File: config.mk
export PLATFORM = sky130hd
export DESIGN_NAME = prio_irq_ctrl
export DESIGN_NICKNAME = d
export VERILOG_FILES = /design/src/rtl/pic_pkg.sv /design/src/rtl/pic_req_sync.sv /design/src/rtl/pic_prio_pick.sv /design/src/rtl/prio_irq_ctrl.sv
export SDC_FILE = /design/constraint.sdc
export NUM_CORES = 1
export LEC_CHECK = 0
export BUFFER_PORTS_ARGS = -buffer_cell sky130_fd_sc_hd__buf_2
export CAP_MARGIN = 20
export CORE_MARGIN = 3
export CORE_UTILIZATION = 65
export DETAILED_ROUTE_END_ITERATION = 8
export GPL_TIMING_DRIVEN = 0
export PLACE_DENSITY = 0.86
export SYNTH_ARGS = -nofsm -noshare
export SYNTH_HDL_FRONTEND = slang
export SYNTH_HIERARCHICAL = 1
export SYNTH_SLANG_ARGS = --single-unit
File: constraint.sdc
create_clock -name clk -period 6.3 [get_ports clk]
set_input_delay 0.945 -clock clk [delete_from_list [all_inputs] [get_ports clk]]
set_output_delay 0.945 -clock clk [all_outputs]
set_load 0.1 [all_outputs]
File: src/rtl/pic_pkg.sv
package pic_pkg;
  typedef enum logic [2:0] {
    SEL_MASK = 3'd0,
    SEL_CFG  = 3'd1,
    SEL_BASE = 3'd2,
    SEL_EOI  = 3'd3,
    SEL_PEND = 3'd4,
    SEL_SERV = 3'd5
  } pic_sel_e;

  localparam int CFG_ROT_BIT = 0;
  localparam int CFG_LVL_BIT = 1;
  localparam int EOI_ANY_BIT = 7;
endpackage

File: src/rtl/pic_req_sync.sv
module pic_req_sync #(
  parameter int N = 8
) (
  input  logic         clk,
  input  logic         rst,
  input  logic [N-1:0] raw,
  output logic [N-1:0] level,
  output logic [N-1:0] rise
);
  logic [N-1:0] s1, s2, s3;

  always_ff @(posedge clk) begin
    if (rst) begin
      s1 <= '0;
      s2 <= '0;
      s3 <= '0;
    end else begin
      s1 <= raw;
      s2 <= s1;
      s3 <= s2;
    end
  end

  assign level = s2;
  assign rise  = s2 & ~s3;
endmodule

File: src/rtl/pic_prio_pick.sv
module pic_prio_pick #(
  parameter int N  = 8,
  parameter int LW = $clog2(N)
) (
  input  logic [N-1:0]  req,
  input  logic [LW-1:0] top,
  output logic          found,
  output logic [LW-1:0] lvl,
  output logic [LW-1:0] rank
);
  always_comb begin
    found = 1'b0;
    lvl   = '0;
    rank  = '0;
    for (int k = N - 1; k >= 0; k--) begin
      if (req[top + LW'(k)]) begin
        found = 1'b1;
        lvl   = top + LW'(k);
        rank  = LW'(k);
      end
    end
  end
endmodule

File: src/rtl/prio_irq_ctrl.sv
module prio_irq_ctrl
  import pic_pkg::*;
#(
  parameter int N_LVL  = 8,
  parameter int DATA_W = 8
) (
  input  logic              clk,
  input  logic              rst,
  input  logic [N_LVL-1:0]  irq_in,
  input  logic [2:0]        reg_sel,
  input  logic              reg_wr,
  input  logic              reg_rd,
  input  logic [DATA_W-1:0] reg_wdata,
  output logic [DATA_W-1:0] reg_rdata,
  output logic              int_out,
  input  logic              irq_ack,
  output logic              vec_valid,
  output logic [DATA_W-1:0] vec_out
);
  localparam int LW = $clog2(N_LVL);
  localparam int BW = DATA_W - LW;

  logic [N_LVL-1:0] sync_lvl, sync_rise;
  logic [N_LVL-1:0] pend_q, isr_q, mask_q;
  logic [BW-1:0]    base_q;
  logic             rot_q, trig_lvl_q;
  logic [LW-1:0]    rot_top_q, top;

  logic          w_found, h_found;
  logic [LW-1:0] w_lvl, w_rank, h_lvl, h_rank;
  logic          eligible, take;
  logic          eoi_wr, eoi_do;
  logic [LW-1:0] eoi_lvl;
  logic [N_LVL-1:0] clr_pend, set_isr, clr_isr;

  pic_req_sync #(.N(N_LVL)) u_sync (
    .clk(clk), .rst(rst), .raw(irq_in), .level(sync_lvl), .rise(sync_rise)
  );

  assign top = rot_q ? rot_top_q : '0;

  pic_prio_pick #(.N(N_LVL), .LW(LW)) u_pick_req (
    .req(pend_q & ~mask_q), .top(top), .found(w_found), .lvl(w_lvl), .rank(w_rank)
  );

  pic_prio_pick #(.N(N_LVL), .LW(LW)) u_pick_isr (
    .req(isr_q), .top(top), .found(h_found), .lvl(h_lvl), .rank(h_rank)
  );

  assign eligible = w_found && (!h_found || (w_rank < h_rank));
  assign take     = irq_ack && eligible;

  assign eoi_wr  = reg_wr && (reg_sel == SEL_EOI);
  assign eoi_lvl = reg_wdata[EOI_ANY_BIT] ? h_lvl : reg_wdata[LW-1:0];
  assign eoi_do  = eoi_wr && (!reg_wdata[EOI_ANY_BIT] || h_found);

  always_comb begin
    clr_pend = '0;
    set_isr  = '0;
    clr_isr  = '0;
    if (take) begin
      clr_pend[w_lvl] = 1'b1;
      set_isr[w_lvl]  = 1'b1;
    end
    if (eoi_do) clr_isr[eoi_lvl] = 1'b1;
  end

  always_ff @(posedge clk) begin
    if (rst) begin
      pend_q     <= '0;
      isr_q      <= '0;
      mask_q     <= '1;
      base_q     <= '0;
      rot_q      <= 1'b0;
      trig_lvl_q <= 1'b0;
      rot_top_q  <= '0;
      int_out    <= 1'b0;
      vec_valid  <= 1'b0;
      vec_out    <= '0;
      reg_rdata  <= '0;
    end else begin
      if (trig_lvl_q) pend_q <= sync_lvl & ~clr_pend;
      else            pend_q <= (pend_q | sync_rise) & ~clr_pend;
      isr_q     <= (isr_q | set_isr) & ~clr_isr;
      int_out   <= eligible;
      vec_valid <= take;
      if (take) vec_out <= {base_q, w_lvl};
      if (eoi_do && rot_q) rot_top_q <= eoi_lvl + LW'(1);
      if (reg_wr) begin
        case (reg_sel)
          SEL_MASK: mask_q <= reg_wdata[N_LVL-1:0];
          SEL_CFG: begin
            rot_q      <= reg_wdata[CFG_ROT_BIT];
            trig_lvl_q <= reg_wdata[CFG_LVL_BIT];
          end
          SEL_BASE: base_q <= reg_wdata[DATA_W-1:LW];
          default: ;
        endcase
      end
      if (reg_rd) begin
        case (reg_sel)
          SEL_MASK: reg_rdata <= DATA_W'(mask_q);
          SEL_CFG:  reg_rdata <= DATA_W'({trig_lvl_q, rot_q});
          SEL_BASE: reg_rdata <= {base_q, {LW{1'b0}}};
          SEL_PEND: reg_rdata <= DATA_W'(pend_q);
          SEL_SERV: reg_rdata <= DATA_W'(isr_q);
          default:  reg_rdata <= '0;
        endcase
      end
    end
  end
endmodule

==> Yosys cells after proc, flatten, opt, wreduce, memory -nomap -nowiden <==
Index checks and enable logic that the tools add are counted.
{ "totals": {"reg_bits": 76, "wordCells": 156, "output_inout_bits": 18} }
{ "classes": {"n_eq_ne": 5, "n_reduce_logical": 15, "n_addsub": 8, "order_cmp": 13, "n_mux": 90, "bitwise": 11} }
{ "ops": {"columns": ["cell", "n"], "rows": [
  ["$mux 3", 34],
  ["$bmux 1 s3", 16],
  ["$and 8x8->8", 5],
  ["$lt 3x4->1 const B", 10],
  ["$pmux 8 s5", 1],
  ["$mux 1", 34],
  ["$not 8->8", 4],
  ["$mux 8", 3],
  ["$or 8x8->8", 2],
  ["$add 3x3->3 const B", 4],
  ["$logic_and 1x1->1", 7],
  ["$add 3x1->3 const B", 2],
  ["$add 3x2->3 const B", 2],
  ["$demux 1 s3", 2],
  ["$eq 3x2->1 const B", 2],
  ["$eq 3x3->1 const B", 2],
  ["$ge 3x1->1 const B", 2],
  ["$reduce_and 2->1", 3],
  ["$eq 3x1->1 const B", 1],
  ["$logic_not 3->1", 1],
  ["$lt 3x3->1", 1],
  ["$logic_not 1->1", 2],
  ["$logic_or 1x1->1", 2]
]} }

==> Longest topological paths before layout <==
{ "depth": {"ltp_word": 20, "ltp_mapped": 18, "mapped_depth_nobuf": 15} }

==> By module <==
The synthesis kept the hierarchy.
{ "modules_own_cells": {"columns": ["module", "cells_each", "instances", "area_each_um2", "seq_area_each_um2"], "rows": [
  ["prio_irq_ctrl", 301, 1, 2610.0, 1041.0],
  ["pic_prio_pick", 103, 2, 920.9, 0.0],
  ["pic_req_sync", 58, 1, 743.2, 480.5]
]} }

==> Worst setup path before layout <==
Ideal clock, no wire load.
{ "synth_timing": {"path_kind": "register to register", "start": "register rot_q", "end": "register isr_q[0]", "period_less_slack_ps": 3941, "arrival_time_ps": 3855, "required_ps": 6214, "path_stages_with_launch": 18, "setup_ps": 86, "n_path_buf": 4, "path_slack_ps": 2359, "path_cell_list": "dfxtp_1 -> and2_1 -> clkbuf_8 -> buf_2 -> inv_1 -> ha_1 -> clkbuf_8 -> mux4_2 -> a2111oi_4 -> a31oi_2 -> a21oi_1 -> o311a_1 -> inv_1 -> ha_1 -> a2111oi_4 -> buf_6 -> o211ai_2 -> a221oi_2"} }
{ "synth_rtl": {"columns": ["item", "line", "rtl"], "rows": [
  ["start, declared", "prio_irq_ctrl.sv:26", "logic rot_q, trig_lvl_q;"],
  ["start signal, assigned", "prio_irq_ctrl.sv:93", "rot_q <= reg_wdata[CFG_ROT_BIT];"],
  ["$mux 3 (*)", "prio_irq_ctrl.sv:40", "assign top = rot_q ? rot_top_q : '0;"],
  ["net top[1]", "prio_irq_ctrl.sv:27", "logic [LW-1:0] rot_top_q, top;"],
  ["$add 3x3->3", "pic_prio_pick.sv:16", "if (req[top + LW'(k)]) begin"],
  ["$bmux 1 s3", "pic_prio_pick.sv:16", null],
  ["$mux 1 (not written as such)", "pic_prio_pick.sv:16", null],
  ["$mux 3 (7 in series)", "pic_prio_pick.sv:16", null],
  ["$mux 3 (*)", "pic_prio_pick.sv:16", null],
  ["net h_rank[1]", "prio_irq_ctrl.sv:30", "logic [LW-1:0] w_lvl, w_rank, h_lvl, h_rank;"],
  ["$lt 3x3->1 (*)", "prio_irq_ctrl.sv:50", "assign eligible = w_found && (!h_found || (w_rank < h_rank));"],
  ["$logic_or 1x1->1 (*)", "prio_irq_ctrl.sv:50", null],
  ["$logic_and 1x1->1 (*)", "prio_irq_ctrl.sv:50", null],
  ["$logic_and 1x1->1 (*)", "prio_irq_ctrl.sv:51", "assign take = irq_ack && eligible;"],
  ["$mux 8 (*)", "prio_irq_ctrl.sv:61", "if (take) begin"],
  ["$or 8x8->8 (*)", "prio_irq_ctrl.sv:84", "isr_q <= (isr_q | set_isr) & ~clr_isr;"],
  ["$and 8x8->8 (*)", "prio_irq_ctrl.sv:84", null],
  ["end signal, assigned", "prio_irq_ctrl.sv:84", null],
  ["end, declared", "prio_irq_ctrl.sv:24", "logic [N_LVL-1:0] pend_q, isr_q, mask_q;"]
]} }
The timed path passes the listed nets; every way through them passes the cells marked *. The select of a mux whose other input is x is not followed.
A chain may end at the register's enable or synchronous reset.

==> Worst setup path in the final report <==
{ "layout_timing": {"start": "register rot_q", "end": "register isr_q[3]"} }
The elaborated chain is that of the path after synthesis.

==> impl_metrics.xml <==
<?xml version="1.0" encoding="UTF-8"?>
<metrics>
  <group name="routing">
    <metric name="routedWlPerCell" unit="um">18.3</metric>
    <metric name="dr.pass1.iters" unit="">6</metric>
    <metric name="route.detailed.drc" unit="">0</metric>
    <metric name="dr.first_iter.drc_count" unit="">408</metric>
    <metric name="ant_nets" unit="">0</metric>
    <metric name="routed_wirelength" unit="um">13200</metric>
    <metric name="via_count" unit="">4631</metric>
    <metric name="avgViaCountPerCell" unit="">6.44</metric>
  </group>
  <group name="clock_tree">
    <metric name="clock_latency_at_the_later_pin_of_the_worst_skew_pair" unit="ns">0.35</metric>
    <metric name="clk_pin_slew_worst_paths" unit="ns">0.08</metric>
    <metric name="root_buffer" unit="">clkbuf_8</metric>
    <metric name="postCtsResizedCells" unit="">0</metric>
    <metric name="postCtsSetupBuffers" unit="">0</metric>
    <metric name="cts_hold_buffers_added" unit="">0</metric>
    <metric name="clock_h_tree_levels" unit="">3</metric>
    <metric name="clockBufferDepth" unit="">2</metric>
    <metric name="numClockSinks" unit="">76</metric>
    <metric name="cts_made_buffers" unit="">9</metric>
    <metric name="tritoncts" unit="">done</metric>
  </group>
  <group name="flow_run">
    <metric name="max_cap_viol_count" unit="">0</metric>
  </group>
  <group name="placement">
    <metric name="placed_cells" unit="">704</metric>
    <metric name="final_weighted_congestion_in_routability_driven_placement" unit="">0.921</metric>
    <metric name="final_hpwl_from_detailed_placement" unit="um">9910</metric>
    <metric name="io_buffers" unit="">40</metric>
    <metric name="dp_slack" unit="ns">1.78</metric>
  </group>
  <group name="worst_setup_path">
    <metric name="cp.arrival" unit="ns">4.86</metric>
    <metric name="critPathLaunchType" unit="">flop</metric>
    <metric name="required" unit="ns">6.53</metric>
    <metric name="critPathMaxFanout" unit="">10</metric>
    <metric name="worst-setup-path-type" unit="">reg -&gt; reg</metric>
    <metric name="critPathCaptureType" unit="">flop</metric>
    <metric name="critical-path-top-delay-family" unit="">compound AO/OA/AOI/OAI gates</metric>
    <metric name="crit_buf_inv" unit="">5</metric>
    <metric name="cp_cell_sequence" unit="">and2_1 -&gt; clkbuf_8 -&gt; buf_2 -&gt; inv_1 -&gt; ha_1 -&gt; clkbuf_8 -&gt; mux4_2 -&gt; a2111oi_4 -&gt; a31oi_2 -&gt; a21oi_1 -&gt; o311a_1 -&gt; inv_1 -&gt; ha_1 -&gt; a2111oi_4 -&gt; o211ai_1 -&gt; a221oi_1</metric>
    <metric name="timing.critical_path.slowest_stage_cell" unit="">a2111oi_4</metric>
    <metric name="critPathMaxStageDelay" unit="ns">0.56</metric>
  </group>
  <group name="global_routing">
    <metric name="gr-max-usage-layer" unit="">met2</metric>
    <metric name="grt_first_pass_wirelength" unit="um">21700</metric>
    <metric name="use_met2" unit="">0.525</metric>
    <metric name="antenna_violations_before_repair" unit="">0</metric>
    <metric name="grt.total_usage" unit="">0.308</metric>
    <metric name="globalRouteMet3Util" unit="">0.0600</metric>
    <metric name="globalRouteOverflowTotal" unit="">0</metric>
    <metric name="first_global_vias" unit="">4429</metric>
    <metric name="grt_start_max_net_pins" unit="">14</metric>
    <metric name="gr-usage-met1" unit="">0.388</metric>
  </group>
  <group name="die">
    <metric name="starting_utilization_of_the_core_area" unit="">0.694</metric>
    <metric name="fp.dieArea" unit="um2">9100</metric>
    <metric name="ioPinCount" unit="">42</metric>
    <metric name="design.core.area" unit="um2">7490</metric>
    <metric name="rows" unit="">31</metric>
    <metric name="fp.dieW" unit="um">95.4</metric>
    <metric name="die_h" unit="um">95.4</metric>
  </group>
  <group name="power">
    <metric name="power.static_leakage" unit="nW">2.31</metric>
    <metric name="p_per_area" unit="nW/um2">179</metric>
    <metric name="irDropWorstVdd" unit="uV">176</metric>
  </group>
  <group name="yosys">
    <metric name="synth_cells" unit="">565</metric>
    <metric name="post_synth.cell_area_avg" unit="um2">9.19</metric>
    <metric name="ys.warnings.count" unit="">6</metric>
    <metric name="synth-seq-cells" unit="">76</metric>
    <metric name="synth_top_cell_by_area" unit="">dfxtp_1</metric>
    <metric name="ys.flop_type" unit="">dfxtp_1</metric>
    <metric name="edff_count_synth" unit="">0</metric>
    <metric name="ys_seq_area_frac" unit="">0.293</metric>
    <metric name="postSynth.asyncResetShare" unit="">0</metric>
    <metric name="synth.top_cell.area_share" unit="">0.293</metric>
    <metric name="synth_nets" unit="">596</metric>
    <metric name="post_synth_main_area_contributors" unit="">dfxtp_1 (29%), mux4_2 (7.8%), mux2i_1 (5.4%)</metric>
    <metric name="syn_area" unit="um2">5190</metric>
    <metric name="synthDistinctLibCells" unit="">57</metric>
  </group>
  <group name="sta">
    <metric name="finalHoldViolations" unit="">0</metric>
    <metric name="worstMarginPinSlew" unit="ns">0.782</metric>
    <metric name="post-route-worst-setup-slack" unit="ns">1.67</metric>
    <metric name="max-slew-margin-rel" unit="">0.477</metric>
    <metric name="setup-violations-final" unit="">0</metric>
    <metric name="finalCriticalPeriod" unit="ns">4.63</metric>
    <metric name="setup_repair_after_global_routing_missed_its_margin" unit="">no</metric>
    <metric name="setup-tns-final" unit="ns">0</metric>
    <metric name="hold_ws" unit="ns">0.438</metric>
    <metric name="finalClockSkew" unit="ns">0.00630</metric>
    <metric name="final.period_utilization" unit="">0.735</metric>
    <metric name="final_max_slew_viol_count" unit="">0</metric>
    <metric name="fmax" unit="GHz">0.216</metric>
  </group>
  <group name="cells_and_area">
    <metric name="num-fill-cells" unit="">484</metric>
    <metric name="layout_commonest_cell" unit="">dfxtp_1</metric>
    <metric name="layoutNonFillerInstCount" unit="">719</metric>
    <metric name="flow.area_growth_from_synthesis" unit="%">10.4</metric>
    <metric name="layout.core_utilization" unit="">0.766</metric>
    <metric name="final_layout_size_suffix_gt1_frac" unit="">0.216</metric>
    <metric name="number_of_diodes" unit="">0</metric>
    <metric name="final_nets" unit="">647</metric>
    <metric name="layout.cells.most_common_list" unit="">dfxtp_1 (76), nor2_1 (58), buf_2 (49)</metric>
  </group>
  <group name="min_path">
    <metric name="worst_hold_path_type" unit="">reg -&gt; reg</metric>
  </group>
  <group name="status">
    <metric name="status" unit="">finished clean</metric>
  </group>
</metrics>
## area by class of cell
type	instances	area [um2]	area share
tap	99	124	0.0216
inverter	30	113	0.0196
buffer	32	229	0.0399
clock buffer	10	128	0.0223
clock inverter	5	86.3	0.0151
multi-input combinational	427	3330	0.581
timing repair buffer	40	200	0.0349
sequential	76	1520	0.265
## flip-flops by register name, indices dropped and copies added (netlist names)
register,flops
isr_q,8
mask_q,8
pend_q,8
reg_rdata,8
u_sync/level,8
u_sync/s1,8
u_sync/s3,8
vec_out,8
base_q,5
rot_top_q,3
int_out,1
rot_q,1
trig_lvl_q,1
vec_valid,1
## Yosys cell counts, types with 7 or more instances
| library cell | number |
|---|---|
| inv_1 | 29 |
| nand2_1 | 38 |
| clkbuf_1 | 12 |
| o21ai_0 | 22 |
| mux2i_1 | 28 |
| dfxtp_1 | 76 |
| nor2b_1 | 31 |
| nand3_1 | 14 |
| nor2_1 | 58 |
| o21ai_1 | 13 |
| a21oi_1 | 42 |
| o211ai_1 | 7 |
| buf_2 | 9 |
| mux4_1 | 8 |
| a211oi_1 | 12 |
| mux4_2 | 18 |
| nand3b_1 | 10 |
| nor2b_2 | 14 |
| ha_1 | 7 |
| a22oi_1 | 9 |
## logic make-up (layout without fill, tap and decap cells)
family,Yosys count,in the layout,share of synthesized area
simple gates,198,198,0.204
mux,69,69,0.207
buf+inv,62,117,0.0657
compound gates,146,146,0.202
xor+xnor,7,7,0.0118
flops,76,76,0.293
fa+ha+maj,7,7,0.0169
## stage by stage
stage	instance area, um2	power, mW
floorplan	5190	0.598
global placement	5520	0.625
detailed placement	5520	0.630
CTS	5730	1.03
global route	5730	1.06
finish	5730	1.03
## path summary, 6_finish.rpt
path / startpoint / end / slack [ns] / cells after the start
max reg2reg: rot_q$_SDFFE_PP0P_ / isr_q[3]$_SDFF_PP0_ / 1.67 / 16
min reg2reg: u_sync/s1[7]$_SDFF_PP0_ / u_sync/level[7]$_SDFF_PP0_ / 0.44 / 1
min: u_sync/s1[7]$_SDFF_PP0_ / u_sync/level[7]$_SDFF_PP0_ / 0.44 / 1
max: rot_q$_SDFFE_PP0P_ / isr_q[3]$_SDFF_PP0_ / 1.67 / 16
## report_power, final
part / leakage (nW) / switching (mW) / internal [mW]
Combinational: 1.59 / 0.0751 / 0.0413
Clock: 0.107 / 0.182 / 0.224
Sequential: 0.620 / 0.0103 / 0.495
## routing by layer
| metal | share of wire | up-vias |
|---|---|---|
| li1 | - | 2173 |
| met1 | 0.40 | 2207 |
| met2 | 0.50 | 213 |
| met3 | 0.076 | 38 |
| met4 | 0.024 | 0 |
| met5 | 0 | - |
(Power assumes the default switching activity.)
